$ cat src/rtl/ser_pkg.sv
package ser_pkg;
  localparam int unsigned WIN_BYTES = 24;
  localparam int unsigned IDX_TXD   = 0;
  localparam int unsigned IDX_RXD   = 1;
  localparam int unsigned IDX_STAT  = 5;
  localparam int unsigned STAT_RXF  = 0;
  localparam int unsigned STAT_TXR  = 1;

  typedef enum logic [1:0] {
    SEL_NONE = 2'd0,
    SEL_TXD  = 2'd1,
    SEL_RXD  = 2'd2,
    SEL_STAT = 2'd3
  } reg_sel_e;

  // Status word: only the two defined bits may be set.
  function automatic logic [31:0] status_word(input logic rx_full, input logic tx_rdy);
    logic [31:0] w;
    w = '0;
    w[STAT_RXF] = rx_full;
    w[STAT_TXR] = tx_rdy;
    return w;
  endfunction

  // Zero-extend a byte into a bus word.
  function automatic logic [31:0] byte_word(input logic [7:0] b);
    return {24'd0, b};
  endfunction
endpackage

$ cat src/rtl/ser_addr_decode.sv
module ser_addr_decode
  import ser_pkg::*;
#(
  parameter int unsigned ADDR_W = 5
) (
  input  logic              sel,
  input  logic              we,
  input  logic [ADDR_W-1:0] addr,
  output reg_sel_e          target,
  output logic              rd_evt,
  output logic              wr_txd_evt,
  output logic              rd_rxd_evt
);
  localparam int unsigned IDX_W = ADDR_W - 2;

  logic             aligned;
  logic             in_win;
  logic [IDX_W-1:0] idx;

  assign aligned = (addr[1:0] == 2'b00);
  assign in_win  = (addr < ADDR_W'(WIN_BYTES));
  assign idx     = addr[ADDR_W-1:2];

  always_comb begin
    target = SEL_NONE;
    if (aligned && in_win) begin
      if (idx == IDX_W'(IDX_TXD))       target = SEL_TXD;
      else if (idx == IDX_W'(IDX_RXD))  target = SEL_RXD;
      else if (idx == IDX_W'(IDX_STAT)) target = SEL_STAT;
    end
  end

  assign rd_evt     = sel && !we;
  assign wr_txd_evt = sel && we && (target == SEL_TXD);
  assign rd_rxd_evt = sel && !we && (target == SEL_RXD);

  a_r9_unaligned_nohit: assert property (@(posedge sel) addr[1:0] != 2'b00 |-> target == SEL_NONE);
endmodule

$ cat src/rtl/ser_rx_hold.sv
module ser_rx_hold #(
  parameter int unsigned BYTE_W = 8
) (
  input  logic              clk,
  input  logic              rst_n,
  input  logic [BYTE_W-1:0] in_data,
  input  logic              in_valid,
  output logic              in_ready,
  input  logic              clr_evt,
  output logic              held,
  output logic [BYTE_W-1:0] byte_q
);
  logic accept_evt;

  // A read of the holder in this cycle takes priority over any arrival.
  assign in_ready   = !held && !clr_evt;
  assign accept_evt = in_valid && in_ready;

  always_ff @(posedge clk) begin
    if (!rst_n) begin
      held   <= 1'b0;
      byte_q <= '0;
    end else begin
      if (accept_evt) begin
        held   <= 1'b1;
        byte_q <= in_data;
      end else if (clr_evt) begin
        held <= 1'b0;
      end
    end
  end

  a_r3_capture: assert property (@(posedge clk) disable iff (!rst_n)
    accept_evt |=> held && byte_q == $past(in_data));
  a_r4_no_overwrite: assert property (@(posedge clk) disable iff (!rst_n)
    held && !clr_evt |=> held && $stable(byte_q));
  a_r4_backpressure: assert property (@(posedge clk) disable iff (!rst_n)
    held |-> !in_ready);
  a_r5_clear: assert property (@(posedge clk) disable iff (!rst_n)
    held && clr_evt |=> !held && in_ready == !clr_evt);
endmodule

$ cat src/rtl/ser_tx_issue.sv
module ser_tx_issue #(
  parameter int unsigned BYTE_W = 8
) (
  input  logic              clk,
  input  logic              rst_n,
  input  logic              wr_evt,
  input  logic [BYTE_W-1:0] wr_byte,
  output logic [BYTE_W-1:0] out_data,
  output logic              out_valid
);
  always_ff @(posedge clk) begin
    if (!rst_n) begin
      out_valid <= 1'b0;
      out_data  <= '0;
    end else begin
      out_valid <= wr_evt;
      if (wr_evt) out_data <= wr_byte;
    end
  end

  a_r7_pulse: assert property (@(posedge clk) disable iff (!rst_n)
    wr_evt |=> out_valid && out_data == $past(wr_byte));
  a_r7_no_spurious: assert property (@(posedge clk) disable iff (!rst_n)
    !wr_evt |=> !out_valid);
endmodule

$ cat src/rtl/ser_reg_front.sv
module ser_reg_front
  import ser_pkg::*;
#(
  parameter int unsigned ADDR_W = 5,
  parameter int unsigned DATA_W = 32,
  parameter int unsigned BYTE_W = 8
) (
  input  logic              clk,
  input  logic              rst_n,
  input  logic              bus_sel,
  input  logic              bus_we,
  input  logic [ADDR_W-1:0] bus_addr,
  input  logic [DATA_W-1:0] bus_wdata,
  output logic [DATA_W-1:0] bus_rdata,
  output logic [BYTE_W-1:0] tx_data,
  output logic              tx_valid,
  input  logic              tx_ready,
  input  logic [BYTE_W-1:0] rx_data,
  input  logic              rx_valid,
  output logic              rx_ready
);
  reg_sel_e          target;
  logic              rd_evt;
  logic              wr_txd_evt;
  logic              rd_rxd_evt;
  logic              rx_held;
  logic [BYTE_W-1:0] rx_byte;
  logic [DATA_W-1:0] rd_mux;
  logic              unused_wdata_hi;

  assign unused_wdata_hi = ^bus_wdata[DATA_W-1:BYTE_W];

  ser_addr_decode #(.ADDR_W(ADDR_W)) u_dec (
    .sel        (bus_sel),
    .we         (bus_we),
    .addr       (bus_addr),
    .target     (target),
    .rd_evt     (rd_evt),
    .wr_txd_evt (wr_txd_evt),
    .rd_rxd_evt (rd_rxd_evt)
  );

  ser_rx_hold #(.BYTE_W(BYTE_W)) u_rx (
    .clk      (clk),
    .rst_n    (rst_n),
    .in_data  (rx_data),
    .in_valid (rx_valid),
    .in_ready (rx_ready),
    .clr_evt  (rd_rxd_evt),
    .held     (rx_held),
    .byte_q   (rx_byte)
  );

  ser_tx_issue #(.BYTE_W(BYTE_W)) u_tx (
    .clk       (clk),
    .rst_n     (rst_n),
    .wr_evt    (wr_txd_evt),
    .wr_byte   (bus_wdata[BYTE_W-1:0]),
    .out_data  (tx_data),
    .out_valid (tx_valid)
  );

  always_comb begin
    case (target)
      SEL_RXD:  rd_mux = DATA_W'(byte_word(8'(rx_byte)));
      SEL_STAT: rd_mux = DATA_W'(status_word(rx_held, tx_ready));
      default:  rd_mux = '0;
    endcase
  end

  always_ff @(posedge clk) begin
    if (!rst_n)      bus_rdata <= '0;
    else if (rd_evt) bus_rdata <= rd_mux;
  end

  a_r6_read_wins: assert property (@(posedge clk) disable iff (!rst_n)
    rd_rxd_evt |-> !rx_ready);
  a_r10_hold: assert property (@(posedge clk) disable iff (!rst_n)
    !rd_evt |=> $stable(bus_rdata));
  a_r8_stat_write: assert property (@(posedge clk) disable iff (!rst_n)
    bus_sel && bus_we && target == SEL_STAT && !(rx_valid && rx_ready) |=> $stable(rx_held) && $stable(rx_byte) && !tx_valid);
  a_r2_spare_zero: assert property (@(posedge clk) disable iff (!rst_n)
    bus_rdata[DATA_W-1:BYTE_W] == '0);
endmodule

$ cat config.mk
export PLATFORM = sky130hd
export DESIGN_NAME = ser_reg_front
export DESIGN_NICKNAME = d
export VERILOG_FILES = /design/src/rtl/ser_pkg.sv /design/src/rtl/ser_addr_decode.sv /design/src/rtl/ser_rx_hold.sv /design/src/rtl/ser_tx_issue.sv /design/src/rtl/ser_reg_front.sv
export SDC_FILE = /design/constraint.sdc
export NUM_CORES = 1
export LEC_CHECK = 0
export ABC_AREA = 1
export BUFFER_PORTS_ARGS = -buffer_cell sky130_fd_sc_hd__buf_2
export CORE_MARGIN = 2
export CORE_UTILIZATION = 40
export CTS_BUF_LIST = sky130_fd_sc_hd__clkbuf_4
export CTS_CLUSTER_SIZE = 14
export DETAILED_ROUTE_END_ITERATION = 6
export PLACE_DENSITY_LB_ADDON = 0.2
export SYNTH_ARGS = -nofsm -noshare
export SYNTH_HDL_FRONTEND = slang
export SYNTH_HIERARCHICAL = 1
export SYNTH_SLANG_ARGS = --single-unit
$ cat constraint.sdc
create_clock -name clk -period 2.7 [get_ports clk]
set_input_delay 0.135 -clock clk [delete_from_list [all_inputs] [get_ports clk]]
set_output_delay 0.135 -clock clk [all_outputs]
set_load 0.05 [all_outputs]
**Word level (Yosys, flattened, before mapping)**

Index checks and enable logic that the tools add are counted.

- Register bits after elaboration: 50
- Input bits: 51

- Mux-type cells: 7
- $lt $le $gt $ge: 1
- Reductions and logical operators: 13
- Eq/ne operators: 5

Operator list:

| operator | number |
|---|---|
| $pmux 8 s2 | 1 |
| $mux 2 | 4 |
| $logic_and 1x1->1 | 7 |
| $lt 5x5->1 const B | 1 |
| $eq 2x2->1 const B | 2 |
| $eq 3x1->1 const B | 1 |
| $eq 3x3->1 const B | 1 |
| $logic_not 1->1 | 3 |
| $logic_not 3->1 | 1 |
| $eq 2x1->1 const B | 1 |
| $logic_not 2->1 | 1 |
| $mux 1 | 2 |
| $reduce_bool 2->1 | 1 |

**Logic depth before layout (Yosys ltp)**

Gate-level depths: netlist (run 1).

- Depth in word-level cells: 11
- Gate-level depth with buffers: 9
- Mapped depth without buffers: 8

**Hierarchy**

The synthesis (run 1) kept the hierarchy.

Modules (own cells, without submodules):

| module | area each (um2) | cells an instance | instances |
|---|---|---|---|
| ser_reg_front | 550.5 | 70 | 1 |
| ser_rx_hold | 397.9 | 56 | 1 |
| ser_tx_issue | 375.4 | 54 | 1 |
| ser_addr_decode | 91.3 | 17 | 1 |

**Least setup slack after synthesis (run 1)**

No wires, ideal clock.

- Kind: input -> register
- Start point: input bus_sel
- End point: register u_rx.byte_q[0]
- Buffers on the path: 1
- Slack: 1.598 ns
- Cell stages on the path: 8
- Arrival: 0.987 ns
- Setup time: 0.115 ns
- Required time: 2.585 ns
- Cells stage by stage: inv_1 -> nor2_4 -> inv_1 -> nor2_1 -> nor2_4 -> buf_6 -> a21oi_1 -> nor2_1

- Word-level cells in the longest chain between the ends: 5

Ends and longest elaborated chain:

| what | line | RTL |
|---|---|---|
| from (decl) | ser_reg_front.sv:10 | `input logic bus_sel,` |
| $logic_and 1x1->1 | -- |  |
| named net rd_evt | ser_reg_front.sv:23 | `logic rd_evt;` |
| $logic_and 1x1->1 | ser_addr_decode.sv:35 | `assign rd_rxd_evt = sel && !we && (target == SEL_RXD);` |
| named net rd_rxd_evt | ser_reg_front.sv:25 | `logic rd_rxd_evt;` |
| $logic_not 1->1 | ser_rx_hold.sv:16 | `assign in_ready = !held && !clr_evt;` |
| $logic_and 1x1->1 | ser_rx_hold.sv:16 |  |
| named net rx_ready | ser_reg_front.sv:20 | `output logic rx_ready` |
| $logic_and 1x1->1 | ser_rx_hold.sv:17 | `assign accept_evt = in_valid && in_ready;` |
| to (signal assigned) | ser_rx_hold.sv:26 | `byte_q <= in_data;` |
| to (decl) | ser_rx_hold.sv:11 | `output logic [BYTE_W-1:0] byte_q` |

The timed path passes the listed nets, and every way through them passes these cells.
A chain may end at the register's enable or synchronous reset.

**Worst setup path after layout (run 1)**

- Start point: register u_rx.held
- End point: output rx_ready

- Word-level cells in the longest chain between the ends: 2

Ends and longest elaborated chain:

| what | line | RTL |
|---|---|---|
| from (decl) | ser_rx_hold.sv:10 | `output logic held,` |
| from (signal assigned) | ser_rx_hold.sv:21 | `held <= 1'b0;` |
| from (signal assigned) | ser_rx_hold.sv:25 | `held <= 1'b1;` |
| from (signal assigned) | ser_rx_hold.sv:28 | `held <= 1'b0;` |
| $logic_not 1->1 | ser_rx_hold.sv:16 |  |
| $logic_and 1x1->1 | ser_rx_hold.sv:16 |  |
| to (decl) | ser_reg_front.sv:20 |  |

Every way passes these cells.

==> impl_metrics.env, run 1 <==
export IMPL_postSynthCellCount=197
export IMPL_finClkSkew_ns=0.00545
export IMPL_areaGrowthSynthToFinish_pct=12.6
export IMPL_core_mm2=0.00336
export IMPL_antennaDiodeCount=0
export IMPL_slowest_stage="dfxtp_1"
export IMPL_min_period_ns=1.50
export IMPL_power_per_cell_area_mw_per_mm2=554
export IMPL_synth_top_cell_by_area="dfxtp_1"
export IMPL_grt_use_total_pct=12.3
export IMPL_crit_fanout=17
export IMPL_fin_util_pct=47.4
export IMPL_holdBufCountCts=0
export IMPL_use_met3_pct=2.68
export IMPL_critical_path_top_delay_family="flip-flops"
export IMPL_status="finished clean"
export IMPL_grt_busiest_layer="met2"
export IMPL_rows=21
export IMPL_grt_overflow=0
export IMPL_ys_ff_latch=26
export IMPL_setup_violations_final=0
export IMPL_ctsRootBufferMaster="clkbuf_4"
export IMPL_required_ns=2.57
export IMPL_endpoint_kind="primary output"
export IMPL_register_area_um2=520
export IMPL_cts_buffers=3
export IMPL_ys_seq_area_share_pct=36.8
export IMPL_syn_cell_area_mm2=0.00142
export IMPL_nNetsFinal=289
export IMPL_drv_cap=0
export IMPL_yosysWarnings=6
export IMPL_num_vias=1138
export IMPL_antenna_found_initial=0
export IMPL_grt_pass1_vias=902
export IMPL_stdcell_area_mm2=0.00159
export IMPL_drv_slew=0
export IMPL_routed_wl_um=2370
export IMPL_ios=93
export IMPL_h_tree_depth=1
export IMPL_multi_input_area_um2=633
export IMPL_clk_path_buf_depth=2
export IMPL_cpPeakStageDelay_ns=0.37
export IMPL_p_leak_nw=0.849
export IMPL_cts_sinks=26
export IMPL_synth_cell_type_count=20
export IMPL_clkTransAtPathRegs_ns=0.14
export IMPL_grt_pass1_wl_um=3990
export IMPL_vdd_ir_drop_max_mv=0.261
export IMPL_cts_tree="yes"
export IMPL_postRouteAntennaNets=0
export IMPL_gp_congestion=0.682
export IMPL_cp_num_buf_inv=1
export IMPL_min_path_type="input port to flop"
export IMPL_syn_mean_instance_area_um2=7.18
export IMPL_firstDrtPassIters=4
export IMPL_rsz0062_at_grt="no"
export IMPL_synthTopCellsByArea="dfxtp_1 37%, buf_4 13%, nand2_1 9.3%"
export IMPL_startpoint_type="flop"
export IMPL_worst_slack_ns=1.20
export IMPL_finalHoldViolations=0
export IMPL_cts_setup_buffers=0
export IMPL_start_util_pct=42.1
export IMPL_met2_usage_pct=18.2
export IMPL_drt_first_iter_violations=41
export IMPL_port_buffers=44
export IMPL_wl_per_cell_um=8.39
export IMPL_drc=0
export IMPL_fmax_mhz=667
export IMPL_path_cells="nor2_4 > buf_2"
export IMPL_cts_repair_resized=0
export IMPL_die_h_um=63.5
export IMPL_finalSetupTns_ns=0
export IMPL_die_area_mm2=0.00403
export IMPL_critical_path_arrival_ns=1.36
export IMPL_path_class="flop to primary output"
export IMPL_clock_latency_ns=0.33
export IMPL_fillerInstances=403
export IMPL_grt_max_degree=26
export IMPL_dpl_hpwl_um=1680
export IMPL_fin_crit_sh_pct=55.5
export IMPL_pre_cts_ws_ns=1.20
export IMPL_synth_top_area_share_pct=36.8
export IMPL_via_per_inst=4.02
export IMPL_final_layout_size_suffix_gt1_share_pct=28.7
export IMPL_met1_usage_pct=16.7
export IMPL_placedInstanceArea_mm2=0.00154
export IMPL_dieWidth_um=63.5
-- layout by cell type, fill, tap and decap left out --
| master | count |
|---|---|
| nand3_1 | 14 |
| nand2_1 | 35 |
| a21oi_2 | 7 |
| nor2_2 | 2 |
| buf_2 | 44 |
| conb_1 | 24 |
| and3_1 | 1 |
| clkbuf_4 | 3 |
| nor2_4 | 4 |
| nand2_2 | 2 |
| inv_1 | 25 |
| buf_4 | 1 |
| o21ai_2 | 2 |
| dfxtp_1 | 26 |
| a21oi_1 | 8 |
| o21ai_0 | 5 |
| nor2_1 | 29 |
| nand4_1 | 2 |
| inv_2 | 2 |
| bufinv_16 | 1 |
-- worst reg2reg max path: cells and delay by family (launching register included) --
family | cells | cell delay (ns)
and+or+nand+nor | 4 | 0.57
DFF | 1 | 0.37
-- through the flow --
| stage | power [mW] | std cells | hold slack (ns) |
|---|---|---|---|
| floorplan | 0.616 | 220 | 0.252 |
| global placement | 0.623 | 279 | 0.426 |
| detailed placement | 0.623 | 279 | 0.431 |
| CTS | 0.895 | 283 | 0.0636 |
| global route | 0.922 | 283 | 0.0830 |
| finish | 0.883 | 283 | 0.0754 |
-- final cells by class --
cell class,instances,share of cell area [%]
Multi-Input combinational cell,135,39.7
Sequential cell,26,32.7
Timing Repair Buffer,45,14.3
Inverter,27,6.36
Tap cell,46,3.61
Clock inverter,1,1.89
Clock buffer,3,1.41
-- cells by family after synthesis --
logic type	synth area share [%]
AO/OA/AOI/OAI	10.2
buffers and inverters	24.6
flip-flops	36.8
AND/OR/NAND/NOR	28.2
other	0.265
-- layer usage --
layer	part of all wire, %	routed length (um)	up-vias
li1	-	-	630
met1	49	1170	465
met2	42	992	38
met3	6.7	159	5
met4	2.2	52	0
met5	0	0	-
-- final timing paths --
path	startpoint	end	slack, ns	cells after the start
max	u_rx/held	rx_ready	1.20	2
max reg2reg	u_rx/held	u_rx/byte_q[4]	1.68	4
min	bus_wdata[7]	u_tx/out_data[7]	0.08	5
min reg2reg	u_rx/byte_q[2]	bus_rdata[2]	0.48	2
-- power by group --
part           internal, mW  switching (mW)  total, mW
Sequential            0.402         0.00999      0.412
Clock                 0.150           0.119      0.269
Combinational        0.0438           0.158      0.202
-- sequential cells by signal, indices dropped and copies added, names as in the netlist --
| signal | cells |
|---|---|
| u_tx/out_valid | 1 |
| u_tx/out_data | 8 |
| u_rx/held | 1 |
| u_rx/byte_q | 8 |
| bus_rdata | 8 |
-- Yosys cell counts --
cell type / count
nand4_1: 2
a21oi_1: 8
nor2_1: 29
o21ai_0: 5
and3_1: 1
nand3_1: 14
nor2_4: 4
nand2_1: 35
buf_2: 2
conb_1: 1
dfxtp_1: 26
buf_6: 4
inv_2: 2
a21oi_2: 7
nor2_2: 2
o21ai_2: 2
inv_1: 25
clkbuf_1: 1
nand2_2: 2
buf_4: 25
Power figures use the tool's default switching activity.
==> inputs of run 2 (changes only) <==
- CORE_UTILIZATION: 40 -> 39
- clock period: 2.7 -> 1.35 ns (I/O delays scaled with it)
==> run 2 against run 1 <==
Net effect:
- clock skew is 0.0014 ns lower
- power is 78% higher
- critical path depth stayed put
- first-iteration DRC count is 34% lower
- sequential share of layout area is 0.43 points lower
- non-clock buffer count is 6 higher
- global-route usage is 0.39 points lower
- sequential power is 100% higher
- hold slack worse by 0.049 ns
- worst setup slack worse by 1.1 ns
- clock power is 21% higher
- wire length is 2.6% lower
==> impl_metrics.env, run 2 (synthesis results as in run 1) <==
export IMPL_power_frac_comb_pct=27.0
export IMPL_grt_pass1_vias=942
export IMPL_final_common_cell="buf_2"
export IMPL_top_regs="bus_rdata (8), u_rx/byte_q (8), u_tx/out_data (8)"
export IMPL_p_sw_share_pct=35.4
export IMPL_crit_fanout=9
export IMPL_holdBufCountCts=0
export IMPL_path_class="flop to primary output"
export IMPL_vdd_ir_drop_max_mv=0.623
export IMPL_antenna_found_initial=0
export IMPL_clock_latency_ns=0.31
export IMPL_dieWidth_um=64.2
export IMPL_nNetsFinal=295
export IMPL_crit_start="u_rx/held"
export IMPL_min_path_type="input port to flop"
export IMPL_finClkSkew_ns=0.00403
export IMPL_power_internal_mw=1.02
export IMPL_endpoint="rx_ready"
export IMPL_ios=93
export IMPL_startpoint_type="flop"
export IMPL_p_clk_share_pct=20.7
export IMPL_p_sw_mw=0.557
export IMPL_cts_sinks=26
export IMPL_die_h_um=64.2
export IMPL_ctsRootBufferMaster="clkbuf_4"
export IMPL_gp_congestion=0.683
export IMPL_grt_use_total_pct=11.9
export IMPL_die_area_mm2=0.00413
export IMPL_dpl_hpwl_um=1690
export IMPL_setup_violations_final=0
export IMPL_critical_path_arrival_ns=1.14
export IMPL_fmax_mhz=830
export IMPL_drc=0
export IMPL_reg2reg_depth=5
export IMPL_required_ns=1.28
export IMPL_min_period_ns=1.21
export IMPL_postRouteAntennaNets=0
export IMPL_clkTransAtPathRegs_ns=0.13
export IMPL_cts_buffers=3
export IMPL_cts_tree="yes"
export IMPL_dpl_cell_count=280
export IMPL_drt_first_iter_violations=27
export IMPL_timing_rr_end="u_rx/byte_q[5]"
export IMPL_regToRegSetupSlack_ns=0.33
export IMPL_final_cell_mix="43 x buf_2, 35 x nand2_1, 29 x nor2_1, 26 x dfxtp_1, 25 x inv_1"
export IMPL_fillerInstances=378
export IMPL_port_buffers=44
export IMPL_grt_max_degree=26
export IMPL_start_util_pct=41.4
export IMPL_via_per_inst=3.95
export IMPL_grt_overflow=0
export IMPL_fin_util_pct=47.3
export IMPL_placedInstanceArea_mm2=0.00155
export IMPL_p_leak_nw=0.865
export IMPL_seqPwrFrac_pct=52.3
export IMPL_finalHoldViolations=0
export IMPL_endpoint_kind="primary output"
export IMPL_firstDrtPassIters=3
export IMPL_grt_pass1_wl_um=4000
export IMPL_clk_path_buf_depth=2
export IMPL_wl_per_cell_um=8.00
export IMPL_rows=21
export IMPL_power_per_cell_area_mw_per_mm2=974
export IMPL_status="finished clean"
export IMPL_drv_cap=0
export IMPL_h_tree_depth=1
export IMPL_stdcell_area_mm2=0.00161
export IMPL_areaGrowthSynthToFinish_pct=14.1
export IMPL_fin_cells=289
export IMPL_finalSetupTns_ns=0
export IMPL_fin_crit_sh_pct=89.3
export IMPL_r2r_start="u_rx/held"
export IMPL_drv_slew=0
export IMPL_antennaDiodeCount=0
export IMPL_core_mm2=0.00342
export IMPL_rsz0062_at_grt="no"
export IMPL_final_layout_size_suffix_gt1_share_pct=30.0
export IMPL_holdWs_ns=0.0262
export IMPL_routed_wl_um=2310
export IMPL_num_vias=1141
[run 2: changes by cell type in the layout (fill, tap and decap cells not counted)]
cell	change
buf_2	-1
buf_4	+7
bufinv_16	-1
clkinv_1	+1
[run 2: stage by stage]
step | setup WS, ns | total power, mW
2_1_floorplan | 0.315 | 1.23
3_3_place_gp | 0.239 | 1.25
3_5_place_dp | 0.245 | 1.25
4_1_cts | 0.00614 | 1.58
5_1_grt | 0.0706 | 1.67
6_report | 0.145 | 1.57
[run 2: worst min path at each step]
stage	slack, ns	depth (start not counted)	end	startpoint
floorplan	0.18	2	bus_rdata[3]	rst_n
global placement	0.36	5	u_tx/out_data[4]	bus_wdata[4]
detailed placement	0.37	5	u_tx/out_data[0]	bus_wdata[0]
CTS	0.008	5	u_tx/out_data[7]	bus_wdata[7]
global route	0.01	5	u_tx/out_data[1]	bus_wdata[1]
finish	0.03	5	u_tx/out_data[7]	bus_wdata[7]
[run 2: critical path, cell delays in order (launching register included)]
cell     delay, ns
dfxtp_1       0.37
nor2_4        0.22
buf_4         0.24
[run 2: power by group through the flow]
stage,sequential (mW),clock [mW],combinational [mW]
floorplan,0.891,0,0.340
global placement,0.840,0,0.407
detailed placement,0.840,0,0.409
CTS,0.823,0.349,0.409
global route,0.829,0.384,0.460
finish,0.823,0.326,0.424
[run 2: layout make-up]
type	instances	area, um^2	share of cell area [%]
well taps	46	57.6	3.57
inverters	27	101	6.28
multi-input cells	135	633	39.2
repair buffers	51	275	17.1
flip-flops and latches	26	520	32.2
clock buffers	3	22.5	1.40
clock inverters	1	3.75	0.233
[run 2: repair_timing]
action	4_1_cts	5_1_grt
setup endpoints to repair	1	1
pin swaps	1	1
setup buffers	0	5
resized for setup	1	0
[run 2: layer usage]
layer | routed length [um] | part of all wire (%) | track usage [%]
met5 | 0 | 0 | 0
met2 | 1040 | 45 | 19.9
met4 | 8 | 0.35 | 1.60
met1 | 1090 | 47 | 15.1
met3 | 176 | 7.6 | 4.40
==> inputs of run 3 (changes only) <==
- CORE_ASPECT_RATIO: default -> 0.7
==> run 3 against run 2 <==
Net effect:
- clock skew is 0.0032 ns lower
- hold slack better by 0.0067 ns
- die area increased by 0.18%
- final cell count did not move
- critical endpoint unchanged
==> impl_metrics.env, run 3 (synthesis results as in run 1) <==
export IMPL_status="finished clean"
export IMPL_r2r_start="u_rx/held"
export IMPL_clock_latency_ns=0.31
export IMPL_core_mm2=0.00349
export IMPL_routed_wl_met3_um=172
export IMPL_grt_pass1_wl_um=3850
export IMPL_clkTransAtPathRegs_ns=0.12
export IMPL_critical_path_arrival_ns=1.05
export IMPL_rsz0062_at_grt="no"
export IMPL_start_util_pct=40.5
export IMPL_areaGrowthSynthToFinish_pct=12.4
export IMPL_drt_first_iter_violations=53
export IMPL_min_path_type="input port to flop"
export IMPL_cts_tree="yes"
export IMPL_grt_use_total_pct=11.8
export IMPL_hp_start="bus_wdata[2]"
export IMPL_top_regs="bus_rdata (8), u_rx/byte_q (8), u_tx/out_data (8)"
export IMPL_power_mw=1.55
export IMPL_die_h_um=54.4
export IMPL_power_per_cell_area_mw_per_mm2=974
export IMPL_hold_depth=5
export IMPL_via_per_inst=4.08
export IMPL_fillerInstances=381
export IMPL_hold_path_end="u_tx/out_data[2]"
export IMPL_num_vias=1179
export IMPL_cts_setup_buffers=1
export IMPL_port_buffers=44
export IMPL_holdBufCountCts=0
export IMPL_required_ns=1.28
export IMPL_wl_met2_um=989
export IMPL_cts_repair_resized=0
export IMPL_vdd_ir_drop_max_mv=0.483
export IMPL_fin_cells=289
export IMPL_ctsRootBufferMaster="clkbuf_4"
export IMPL_drc=0
export IMPL_min_period_ns=1.12
export IMPL_clk_path_buf_depth=2
export IMPL_drv_cap=0
export IMPL_grt_max_degree=21
export IMPL_rows=18
export IMPL_register_area_um2=520
export IMPL_postRouteAntennaNets=0
export IMPL_path_class="flop to primary output"
export IMPL_grt_overflow=0
export IMPL_ios=93
export IMPL_gp_congestion=0.709
export IMPL_routed_wl_um=2470
export IMPL_finClkSkew_ns=0.000837
export IMPL_final_layout_size_suffix_gt1_share_pct=29.3
export IMPL_endpoint_kind="primary output"
export IMPL_firstDrtPassIters=4
export IMPL_fmax_mhz=895
export IMPL_antennaDiodeCount=0
export IMPL_timing_rr_end="u_rx/byte_q[2]"
export IMPL_dpl_hpwl_um=1840
export IMPL_final_cell_mix="44 x buf_2, 35 x nand2_1, 29 x nor2_1, 26 x dfxtp_1, 25 x inv_1"
export IMPL_startpoint_type="flop"
export IMPL_nNetsFinal=292
export IMPL_regToRegSetupSlack_ns=0.37
export IMPL_finalHoldViolations=0
export IMPL_die_area_mm2=0.00413
export IMPL_wl_met1_um=1300
export IMPL_crit_start="u_rx/held"
export IMPL_reg2reg_depth=5
export IMPL_fin_crit_sh_pct=82.8
export IMPL_grt_pass1_vias=912
export IMPL_multi_input_area_um2=633
export IMPL_h_tree_depth=1
export IMPL_dieWidth_um=76.0
export IMPL_dpl_cell_count=285
export IMPL_cts_sinks=26
export IMPL_drv_slew=0
export IMPL_crit_fanout=3
export IMPL_p_leak_nw=0.849
export IMPL_antenna_found_initial=0
export IMPL_wl_per_cell_um=8.55
export IMPL_final_common_cell="buf_2"
export IMPL_cts_buffers=3
export IMPL_finalSetupTns_ns=0
export IMPL_setup_violations_final=0
export IMPL_highest_layer="met4"
[run 3: cell count changes in the layout (fill, tap and decap cells not counted), sizes merged]
cell,delta
buf,-3
clkinv,-1
[run 3: worst max-delay path by stage]
stage                                end  slack, ns  depth (start not counted)
after floorplan           u_rx/byte_q[0]       0.32                          8
after global placement          rx_ready       0.22                          7
after detailed placement        rx_ready       0.21                          7
after CTS                       rx_ready       0.21                          2
after global routing            rx_ready       0.17                          2
final                           rx_ready       0.23                          2
[run 3: metal layers]
| layer | global-route usage, % | vias up |
|---|---|---|
| met5 | 0 | - |
| met4 | 1.82 | 0 |
| met3 | 3.96 | 2 |
| met2 | 19.6 | 40 |
| met1 | 15.4 | 498 |
| li1 | - | 639 |
[run 3: report_power, final]
part | switching [mW] | internal (mW)
sequential | 0.0199 | 0.804
clock | 0.206 | 0.104
combinational | 0.321 | 0.0934
total | 0.547 | 1.00
[run 3: per-stage QoR]
step                setup slack [ns]  instance area (um^2)  utilization (%)  hold WS [ns]
global placement               0.220                  1560             44.7         0.359
global route                   0.167                  1590             45.6        0.0265
detailed placement             0.213                  1560             44.7         0.361
floorplan                      0.315                  1500                -         0.184
CTS                            0.211                  1590             45.6        0.0224
finish                         0.232                  1590             45.6        0.0330
[run 3: critical path: stages (launching register included)]
cell and delay [ns]:
dfxtp_1 0.36, nor2_4 0.11, buf_2 0.27
[run 3: layout make-up]
class | instances | share of cell area [%]
clock buffer | 3 | 1.42
multi-input combinational | 135 | 39.8
inverter | 27 | 6.37
sequential | 26 | 32.7
tap | 50 | 3.93
timing repair buffer | 48 | 15.7
